<file path="src/rtl/dual_match_timer.sv">
module dual_match_timer #(
  parameter int CW     = 16,
  parameter int NMATCH = 6,
  parameter int NSTAT  = 6
) (
  input  logic          clk,
  input  logic          rst_n,
  input  logic          tick_en,
  input  logic          irq_win,
  input  logic          wr,
  input  logic [3:0]    addr,
  input  logic [CW-1:0] wdata,
  output logic [CW-1:0] rdata,
  output logic          irq
);
  localparam int MBASE = 6;

  logic [CW-1:0]    match_q [NMATCH];
  logic [NSTAT-1:0] stat_q, mask_q, clr;

  wire twr = wr && !irq_win;
  wire iwr = wr && irq_win;

  for (genvar t = 0; t < 2; t++) begin : g_sub
    localparam int B = 3 * t;
    logic [CW-1:0] cnt, div, pre, target, nxt;
    logic [4:0]    ctl;
    logic          held, adv, step, ev;

    assign target = (ctl[2:0] == 3'd0 || ctl[2:0] == 3'd7) ? '0
                    : match_q[3'(ctl[2:0] - 3'd1)];
    assign held = (ctl[2:0] != 3'd7) && (cnt == target);
    assign adv  = tick_en && !ctl[4] && !held;
    assign step = adv && (pre >= div);
    assign nxt  = ctl[3] ? cnt + 1'b1 : cnt - 1'b1;
    assign ev   = step && (ctl[2:0] != 3'd7) && (nxt == target);

    always_ff @(posedge clk) begin
      if (!rst_n) begin
        cnt <= '0;
        div <= '0;
        pre <= '0;
        ctl <= 5'h10;
      end else begin
        if (twr && addr == 4'(B)) begin
          cnt <= wdata;
          pre <= '0;
        end else if (adv) begin
          if (step) begin
            pre <= '0;
            cnt <= nxt;
          end else begin
            pre <= pre + 1'b1;
          end
        end
        if (twr && addr == 4'(B + 1)) div <= wdata;
        if (twr && addr == 4'(B + 2)) ctl <= wdata[4:0];
      end
    end
  end

  always_ff @(posedge clk) begin
    if (!rst_n) begin
      for (int m = 0; m < NMATCH; m++) match_q[m] <= '0;
    end else begin
      for (int m = 0; m < NMATCH; m++)
        if (twr && addr == 4'(MBASE + m)) match_q[m] <= wdata;
    end
  end

  assign clr = (iwr && addr == 4'd0) ? wdata[NSTAT-1:0] : '0;

  always_ff @(posedge clk) begin
    if (!rst_n) begin
      stat_q <= '0;
      mask_q <= '0;
    end else begin
      stat_q <= (stat_q & ~clr) | {{(NSTAT-1){1'b0}}, g_sub[0].ev};
      if (iwr && addr == 4'd1) mask_q <= wdata[NSTAT-1:0];
    end
  end

  assign irq = |(stat_q & mask_q);

  always_comb begin
    rdata = '0;
    if (irq_win) begin
      if (addr == 4'd0)      rdata[NSTAT-1:0] = stat_q;
      else if (addr == 4'd1) rdata[NSTAT-1:0] = mask_q;
    end else begin
      case (addr)
        4'd0: rdata = g_sub[0].cnt;
        4'd1: rdata = g_sub[0].div;
        4'd2: rdata[4:0] = g_sub[0].ctl;
        4'd3: rdata = g_sub[1].cnt;
        4'd4: rdata = g_sub[1].div;
        4'd5: rdata[4:0] = g_sub[1].ctl;
        default:
          if (addr >= 4'(MBASE) && addr < 4'(MBASE + NMATCH))
            rdata = match_q[3'(addr - 4'(MBASE))];
      endcase
    end
  end
endmodule

</file>
<file path="config.mk">
export PLATFORM = sky130hd
export DESIGN_NAME = dual_match_timer
export DESIGN_NICKNAME = d
export VERILOG_FILES = /design/src/rtl/dual_match_timer.sv
export SDC_FILE = /design/constraint.sdc
export NUM_CORES = 1
export LEC_CHECK = 0
export BUFFER_PORTS_ARGS = -buffer_cell sky130_fd_sc_hd__buf_2
export CELL_PAD_IN_SITES_DETAIL_PLACEMENT = 0
export CELL_PAD_IN_SITES_GLOBAL_PLACEMENT = 2
export CORE_MARGIN = 3
export CORE_UTILIZATION = 33
export CTS_CLUSTER_SIZE = 30
export DETAILED_ROUTE_END_ITERATION = 8
export GPL_ROUTABILITY_DRIVEN = 0
export MAX_ROUTING_LAYER = met4
export PLACE_DENSITY = 0.68
export SKIP_LAST_GASP = 1
export SLEW_MARGIN = 30
export SYNTH_ARGS = -nofsm -noshare
export SYNTH_HDL_FRONTEND = slang
export SYNTH_SLANG_ARGS = --single-unit
</file>
<file path="constraint.sdc">
create_clock -name clk -period 5.9 [get_ports clk]
set_clock_uncertainty 0.2 [all_clocks]
set_input_delay 1.18 -clock clk [delete_from_list [all_inputs] [get_ports clk]]
set_output_delay 1.18 -clock clk [all_outputs]
set_load 0.005 [all_outputs]
</file>
==> results.ini, run 1 <==
[status]
status = finished, final reports clean

[timing]
hold_ws_ns = 0.251
period_minus_slack_ns = 5.02
fin_setup_tns_ns = 0
worstMarginPinSlew_ns = 0.854
post-route-period-util_pct = 85.1
max_freq_mhz = 199
rsz0062_at_grt = no
setup_viol = 0
slew_viol_final = 0
hold_violations = 0
relSlewSlack_pct = 43.0

[global_route]
grt_pass1_wl_um = 84400
antenna_found_initial = 7
grt_max_degree = 49
grt_pass1_vias = 12400
grt_overflow = 0
grtUsageTotal_pct = 24.5

[logic_synthesis]
yosysSeqAreaShare_pct = 35.0
synth_fp_nets = 1710
synth_edf_count = 96
synthFlopType = dfxtp_1
postSynthCellCount = 1615
synthArstFlopShare_pct = 0
syn-cell-area_mm2 = 0.0150
synth.distinct_cells = 79
ys_warn_count = 0
synth_seq_cells = 214
avgSynthCellArea_um2 = 9.29

[worst_hold_path]
hp-class = flip-flop to flip-flop
hold_end = stat_q[2]
hp-start = stat_q[2]
hold_depth = 2

[cts]
ctsLongestPathBuffers = 3
cts.sinks = 214
cts_made_buffers = 28
cts-resized-gates = 0
htree_levels = 1
hold_buffers = 0
cts_root_buf = clkbuf_16
post_cts_buffers = 0
cts_tree = done
worstSkewPairLatency_ns = 0.56
clk_pin_slew_ns = 0.06

[critical_path]
crit_fanout = 18
r2r_cells = 14
cp.required_ns = 6.19
reg2reg_from = g_sub[0].ctl[0]
rr_endpoint = g_sub[0].pre[7]
start_kind = flip-flop
criticalPathCategory = flip-flop to flip-flop
max_stage_delay_ns = 0.69
cp.arrival_ns = 5.31
path_cells = inv_1 > ha_1 > buf_4 > mux4_2 > a221oi_1 > a211o_1 > o221ai_1 > nor4_1 > a311oi_4 > nor2b_2 > buf_4 > or2_1 > buf_4 > a21oi_1
slowest_stage = nor4_1
cp_num_buf_inv = 4
crit_path_frequent_cell = buf_4
reg2reg_slack_ns = 0.88
cp_top_family = simple AND/OR/NAND/NOR gates
worstSetupEndpointType = flip-flop

[detailed_routing]
routedWlPerCell_um = 25.7
drcViolationCount = 0
first_pass_iters = 5
wl_um = 57400
drt-initial-drc-count = 1227
vias = 12800
ant_nets = 0
viasPerCell = 5.74

[floorplan]
dieArea_mm2 = 0.0481
start_util_pct = 33.6
coreArea_mm2 = 0.0446
die_y_um = 219
die_width_um = 219
core.rowCount = 77
io_pins = 42

[pwr]
p_per_area_mw_per_mm2 = 226
ir_drop_v = 0.000198
power.leakage_nw = 5.67

[finish]
drive_above_1_share_pct = 13.0
area_delta_synth_final_pct = 11.1
nets = 1712

[job]
cap_violations = 0

[place]
portBuffers = 41
dp_hpwl_um = 42400

==> power by group <==
group          leakage (nW)  internal, mW  switching [mW]  total, mW
Combinational          3.38         0.190           0.336      0.525
Clock                 0.415         0.908           0.691       1.60
Sequential             1.87          1.59          0.0502       1.64
==> state kept, by name (all words and copies together), names as in the netlist <==
| name | cells |
|---|---|
| g_sub.cnt | 32 |
| g_sub.ctl | 10 |
| g_sub.div | 32 |
| g_sub.pre | 32 |
| mask_q | 6 |
| match_q | 96 |
| stat_q | 6 |
==> logic make-up after synthesis <==
group / Yosys count / share of synthesized area [%]
DFF: 214 / 35.0
adders and majority gates: 70 / 5.94
buffers and inverters: 191 / 5.22
AOI/OAI and AO/OA: 423 / 19.3
muxes: 151 / 14.1
and+or+nand+nor: 513 / 17.3
xor gates and xnor gates: 53 / 3.19
==> worst reg2reg max path, cell delays in order (launching register included) <==
cell	delay, ns
dfxtp_2	0.60
inv_1	0.18
ha_1	0.55
buf_4	0.32
mux4_2	0.40
a221oi_1	0.34
a211o_1	0.13
o221ai_1	0.10
nor4_1	0.69
a311oi_4	0.31
nor2b_2	0.24
buf_4	0.25
or2_1	0.27
buf_4	0.22
a21oi_1	0.15
==> layer usage <==
metal	track usage (%)	vias up	part of all wire, %
met5	-	-	0
met4	7.58	0	3.1
met3	5.52	68	7.0
met2	37.5	425	45
met1	32.2	6302	45
li1	-	6024	-
==> cell usage in the layout, fill, tap and decap left out, drive strengths merged, types with 13 or more instances in the layout <==
| cell type | Yosys | final |
|---|---|---|
| dfxtp | 118 | 118 |
| buf | 30 | 75 |
| mux2i | 90 | 90 |
| a21boi | 41 | 41 |
| and2 | 100 | 100 |
| mux2 | 15 | 15 |
| ha | 68 | 68 |
| o211ai | 14 | 14 |
| nand3 | 40 | 40 |
| clkbuf | 73 | 36 |
| and3 | 18 | 18 |
| or3 | 17 | 17 |
| mux4 | 46 | 46 |
| nand2 | 146 | 146 |
| inv | 88 | 88 |
| o21ai | 75 | 75 |
| nand4 | 17 | 17 |
| edfxtp | 96 | 96 |
| xor2 | 14 | 14 |
| nor2 | 90 | 90 |
| nor4 | 15 | 15 |
| a222oi | 15 | 15 |
| a21o | 19 | 19 |
| a22oi | 14 | 14 |
| a21oi | 102 | 102 |
| a211oi | 17 | 17 |
| xnor2 | 38 | 38 |
| nor2b | 13 | 13 |
| a22o | 17 | 17 |
| o22ai | 22 | 22 |
| nor3 | 31 | 31 |
| a221oi | 18 | 18 |
==> cells in the mapped netlist (4+ instances only) <==
library cell	n	area share (%)
nor2_2	5	0.21
o22ai_1	22	0.92
mux2i_1	89	5.9
xnor2_1	38	2.2
a21oi_1	97	3.2
buf_2	11	0.37
nor2_1	85	2.1
a22oi_1	14	0.70
edfxtp_1	96	19
nor3_1	30	1.0
a221oi_1	18	1.1
buf_6	6	0.45
o21a_1	9	0.45
clkbuf_1	73	1.8
o211ai_1	14	0.70
buf_1	11	0.28
a21o_1	19	0.95
nand3_1	40	1.3
ha_1	68	5.7
xor2_1	14	0.82
nand2_1	146	3.7
mux2_2	15	1.1
a222oi_1	15	1.0
or3_1	17	0.71
a221o_1	4	0.27
o21ai_0	74	2.5
nor4_1	14	0.58
o22a_1	5	0.29
and3_1	18	0.75
dfxtp_1	118	16
a211oi_1	17	0.85
or4_1	5	0.25
nand4_1	17	0.71
o31ai_1	8	0.40
a21oi_2	5	0.29
a21boi_0	41	2.1
nor2b_1	13	0.54
nand2b_1	7	0.29
a22o_1	17	0.99
inv_1	88	2.2
mux4_2	46	6.9
and2_1	99	4.1
==> cell type report <==
| class | count | area, um2 |
|---|---|---|
| antenna | 5 | 12.5 |
| clock buffer | 36 | 762 |
| clock inverter | 15 | 83.8 |
| fill | 4478 | 27900 |
| inverter | 88 | 330 |
| multi-input combinational | 1210 | 9030 |
| sequential | 214 | 5250 |
| tap | 592 | 741 |
| timing repair buffer | 75 | 460 |
==> metrics by stage <==
step | util, % | power, mW | instance area (um2) | setup slack, ns | std cells
global route | 37.4 | 3.91 | 16700 | 0.682 | 2235
finish | 37.4 | 3.77 | 16700 | 0.878 | 2235
global placement | 35.4 | 2.19 | 15800 | 1.07 | 2179
detailed placement | 35.4 | 2.20 | 15800 | 0.997 | 2179
floorplan | - | 1.98 | 15000 | 1.48 | 1615
CTS | 37.3 | 3.80 | 16700 | 0.980 | 2230
==> how the worst max path moves through the flow <==
stage	from	end	slack, ns	cells after the start
6_report	g_sub[0].ctl[0]	g_sub[0].pre[7]	0.88	14
4_1_cts	g_sub[0].ctl[0]	g_sub[0].pre[7]	0.98	14
5_1_grt	g_sub[0].ctl[0]	g_sub[0].pre[8]	0.68	14
2_1_floorplan	addr[0]	rdata[10]	1.48	7
3_5_place_dp	g_sub[0].ctl[0]	g_sub[0].pre[15]	1.0	12
3_3_place_gp	g_sub[0].ctl[0]	g_sub[0].pre[8]	1.07	14
Power figures use the tool's default switching activity.
==> inputs of run 2 (changes only) <==
Settings changed: CORE_ASPECT_RATIO set to 0.9.
Clock period 5.9 ns to 6.1 ns, I/O delays scaled along.
==> results.ini, run 2 (synthesis results as in run 1) <==
[pwr]
p_int_mw = 2.74
ir_drop_v = 0.000206
p_per_area_mw_per_mm2 = 226
clkPwrFrac_pct = 45.1
p_comb_share_pct = 13.1
swShare_pct = 28.0
power_frac_seq_pct = 41.9
power.leakage_nw = 5.75
switchingPower_mw = 1.06

[cts]
cts_root_buf = clkbuf_16
ctsLongestPathBuffers = 3
post_cts_buffers = 0
cts_tree = done
cts_made_buffers = 28
hold_buffers = 0
clk_pin_slew_ns = 0.05
worstSkewPairLatency_ns = 0.57
htree_levels = 1
cts.sinks = 214
cts-resized-gates = 0

[finish]
final_cell_mix = nand2_1 (146), dfxtp_1 (116), and2_1 (100), a21oi_1 (97), edfxtp_1 (96)
fin_area_mm2 = 0.0168
regMostFlops = match_q
drive_above_1_share_pct = 13.4
final_common_cell = nand2_1
area_delta_synth_final_pct = 12.0
nets = 1718
largest_reg_flops = 96

[timing]
slew_viol_final = 0
fin_setup_tns_ns = 0
worstMarginPinSlew_ns = 0.912
setup_viol = 0
hold_ws_ns = 0.246
hold_violations = 0
period_minus_slack_ns = 5.07
relSlewSlack_pct = 39.1
max_freq_mhz = 197
rsz0062_at_grt = no
post-route-period-util_pct = 83.1

[detailed_routing]
wl_um = 57800
viasPerCell = 5.83
ant_nets = 0
drcViolationCount = 0
vias = 13100
drt-initial-drc-count = 1390
routedWlPerCell_um = 25.8
first_pass_iters = 8

[place]
place_area_mm2 = 0.0159
dp_hpwl_um = 43300
portBuffers = 41

[global_route]
gr-usage-met1_pct = 36.9
top_usage_layer = met1
grt_pass1_wl_um = 85300
grt_max_degree = 72
grtUsageTotal_pct = 24.3
gr-usage-met3_pct = 3.59
grt_pass1_vias = 12200
grt_overflow = 0
met2_usage_pct = 33.6
antenna_found_initial = 0

[floorplan]
io_pins = 42
dieArea_mm2 = 0.0481
coreArea_mm2 = 0.0446
die_y_um = 208
die_width_um = 231
start_util_pct = 33.7
core.rowCount = 73

[critical_path]
start_kind = input pin
cp.arrival_ns = 3.65
cp.required_ns = 4.68
path_cells = buf_2 > xor2_2 > buf_4 > nor2_1 > a21oi_1 > a222oi_1 > nor2_1 > buf_2
criticalPathCategory = input pin to output port
crit_fanout = 32
max_stage_delay_ns = 0.74
slowest_stage = xor2_2
worstSetupEndpointType = output port

[job]
cap_violations = 0

[status]
status = finished, final reports clean

[worst_hold_path]
hp-class = flip-flop to flip-flop

-- run 2: critical path: cells and delay by family --
family                    cells  cell delay, ns
buffers and inverters         3            1.17
xor gates and xnor gates      1            0.74
and+or+nand+nor               2            0.25
AOI/OAI and AO/OA             2            0.24
-- run 2: path summary, 6_finish.rpt --
check	endpoint	slack, ns	start	cells past startpoint
setup reg to reg	g_sub[0].cnt[1]	1.09	g_sub[0].ctl[1]	13
hold reg to reg	stat_q[1]	0.25	stat_q[1]	2
hold / removal	stat_q[1]	0.25	stat_q[1]	2
setup / recovery	rdata[10]	1.03	addr[1]	8
-- run 2: per-stage QoR --
step	utilization (%)	total power [mW]	cells	setup WS (ns)
floorplan	-	1.91	1615	1.60
global placement	35.6	2.11	2193	1.02
detailed placement	35.6	2.11	2193	1.09
CTS	37.7	3.83	2245	1.08
global route	37.7	3.94	2245	0.794
finish	37.7	3.80	2246	1.03
-- run 2: power by group through the flow --
stage | registers (mW) | logic [mW] | clock network (mW)
finish | 1.59 | 0.497 | 1.71
global route | 1.60 | 0.533 | 1.81
CTS | 1.59 | 0.492 | 1.75
detailed placement | 1.62 | 0.489 | 0
global placement | 1.62 | 0.490 | 0
floorplan | 1.60 | 0.317 | 0
-- run 2: layout make-up --
cell class              count  area (um2)
clock inverters            20         220
multi-input cells        1210        9030
fillers                  4536       27800
clock buffers              32         716
diodes                      1        2.50
repair buffers             81         505
well taps                 600         751
flip-flops and latches    214        5250
inverters                  88         330
-- run 2: per-layer routing --
| metal | wire length [um] | up-vias | share of wire [%] |
|---|---|---|---|
| li1 | - | 6041 | - |
| met2 | 23600 | 543 | 41 |
| met1 | 28300 | 6410 | 49 |
| met5 | 0 | - | 0 |
| met4 | 1610 | 0 | 2.8 |
| met3 | 4360 | 98 | 7.5 |
==> inputs of run 3 (changes only) <==
Settings changed: ABC_AREA set to 1, PLACE_DENSITY 0.68 to 0.78.
Clock period 6.1 ns to 4.6 ns, I/O delays scaled along.
==> results.ini, run 3 <==
[timing]
slew_viol_final = 0
relSlewSlack_pct = 30.5
worstMarginPinSlew_ns = 1.04
post-route-period-util_pct = 92.0
max_freq_mhz = 236
setup_viol = 0
fin_setup_tns_ns = 0
rsz0062_at_grt = no
hold_ws_ns = 0.281
hold_violations = 0
period_minus_slack_ns = 4.23

[finish]
final_cell_mix = nand2_1 (620), nor2_1 (267), inv_1 (236), nand3_1 (213), a21oi_1 (161)
drive_above_1_share_pct = 6.45
largest_reg_flops = 96
final_common_cell = nand2_1
nets = 2402
regMostFlops = match_q
fin_area_mm2 = 0.0171
area_delta_synth_final_pct = 10.9

[critical_path]
worstSetupEndpointType = output port
crit_fanout = 18
r2r_cells = 16
rr_endpoint = g_sub[1].pre[3]
start_kind = input pin
cp.required_ns = 3.48
cp.arrival_ns = 3.11
criticalPathCategory = input pin to output port
crit_end = rdata[4]
reg2reg_from = g_sub[1].ctl[1]
reg2reg_slack_ns = 0.81
critPathLaunch = addr[0]

[global_route]
grt_max_degree = 59
grtUsageTotal_pct = 27.4
grt_overflow = 0
grt_pass1_wl_um = 97900
antenna_found_initial = 3
grt_pass1_vias = 14800

[cts]
cts.sinks = 214
clk_pin_slew_ns = 0.06
cts_root_buf = clkbuf_16
ctsLongestPathBuffers = 3
worstSkewPairLatency_ns = 0.56
cts_made_buffers = 26
cts_tree = done
htree_levels = 1

[pwr]
total_power_mw = 5.23
ir_drop_v = 0.000259
p_per_area_mw_per_mm2 = 306
power.leakage_nw = 7.28

[floorplan]
dieArea_mm2 = 0.0493
die_y_um = 211
core.rowCount = 74
io_pins = 42
coreArea_mm2 = 0.0457
die_width_um = 234
start_util_pct = 33.7

[logic_synthesis]
synthArstFlopShare_pct = 0
synthAdderAreaFrac_pct = 5.78
ys_warn_count = 0
synth.distinct_cells = 46
synthFlopType = dfxtp_1
yosys-top-cells-area = edfxtp_1 (19%), dfxtp_1 (15%), nand2_1 (15%)
synth_edf_count = 96
yosys.area.top_type_share_pct = 18.7
synthXorXnorAreaFrac_pct = 2.10
yosysMostFrequentCell = nand2_1
synth_fp_nets = 2401
yosysSeqAreaShare_pct = 34.0
synth_area_leader_cell = edfxtp_1
avgSynthCellArea_um2 = 6.68
synth-simple-area-share_pct = 33.1
muxShareOfSynthArea_pct = 0
syn-cell-area_mm2 = 0.0154
synth_seq_cells = 214
postSynthCellCount = 2306
synth_top_family_by_area = simple AND/OR/NAND/NOR gates
ys_top_cells_by_count = nand2_1 (621), nor2_1 (267), inv_1 (236)
synth_compound_area_share_pct = 15.6

[place]
portBuffers = 41
place_area_mm2 = 0.0161
dp_hpwl_um = 50300

[detailed_routing]
viasPerCell = 5.46
drt-initial-drc-count = 1810
ant_nets = 0
first_pass_iters = 6
wl_um = 66300
drcViolationCount = 0
vias = 16000
routedWlPerCell_um = 22.6

[status]
status = finished, final reports clean

[worst_hold_path]
hp-class = flip-flop to flip-flop

[job]
cap_violations = 0

==> run 3: what timing repair did <==
item / in CTS / in global routing
gates resized for setup: 0 / 1
hold buffers: 0 / 0
setup buffers: 0 / 0
endpoints found under the setup margin: 0 / 1
==> run 3: area by class of cell <==
| class | count | area [um2] |
|---|---|---|
| fill | 4997 | 28700 |
| antenna | 1 | 2.50 |
| clock inverter | 15 | 254 |
| inverter | 252 | 946 |
| tap | 608 | 761 |
| clock buffer | 32 | 714 |
| timing repair buffer | 72 | 438 |
| multi-input combinational | 1741 | 8720 |
| sequential | 214 | 5250 |
==> run 3: through the flow <==
step                util, %  setup slack (ns)  instances
floorplan                 -              1.00       2306
global placement       35.2             0.401       2887
detailed placement     35.2             0.283       2887
CTS                    37.3             0.278       2934
global route           37.4             0.273       2935
finish                 37.4             0.370       2935
==> run 3: logic make-up after synthesis <==
logic type      after synthesis
fa+ha+maj                    70
simple gates               1208
flops                       214
buf+inv                     351
compound gates              426
xor+xnor                     37
==> run 3: worst max-delay path, cell delays in order <==
cell and delay (ns):
buf_2 0.24, inv_2 0.06, nor2_1 0.29, inv_2 0.19
nor2_1 0.13, buf_4 0.25, inv_2 0.14, o22ai_1 0.16
a2111oi_0 0.09, a31oi_1 0.42, buf_2 0.22
==> run 3: where the power goes <==
| group | total, mW | internal [mW] | switching (mW) |
|---|---|---|---|
| Sequential | 2.12 | 2.05 | 0.0699 |
| Clock | 2.36 | 1.49 | 0.872 |
| Combinational | 0.748 | 0.210 | 0.539 |
| Total | 5.23 | 3.75 | 1.48 |
==> run 3: worst min path at each step <==
stage                          from   endpoint  slack [ns]  cells past startpoint
after global routing      mask_q[4]  mask_q[4]        0.30                      2
after floorplan           stat_q[1]  stat_q[1]        0.22                      2
final                     stat_q[1]  stat_q[1]        0.28                      2
after global placement    stat_q[1]  stat_q[1]        0.25                      2
after CTS                 stat_q[4]  stat_q[4]        0.28                      2
after detailed placement  stat_q[4]  stat_q[4]        0.27                      2
==> run 3: routing by layer <==
metal / share of wire [%] / wire length, um / GRT usage [%] / vias up
met4: 2.6 / 1690 / 6.67 / 0
met5: 0 / 0 / - / -
met1: 47 / 31100 / 39.5 / 7663
met2: 43 / 28500 / 40.7 / 575
li1: - / - / - / 7716
met3: 7.4 / 4900 / 3.63 / 78
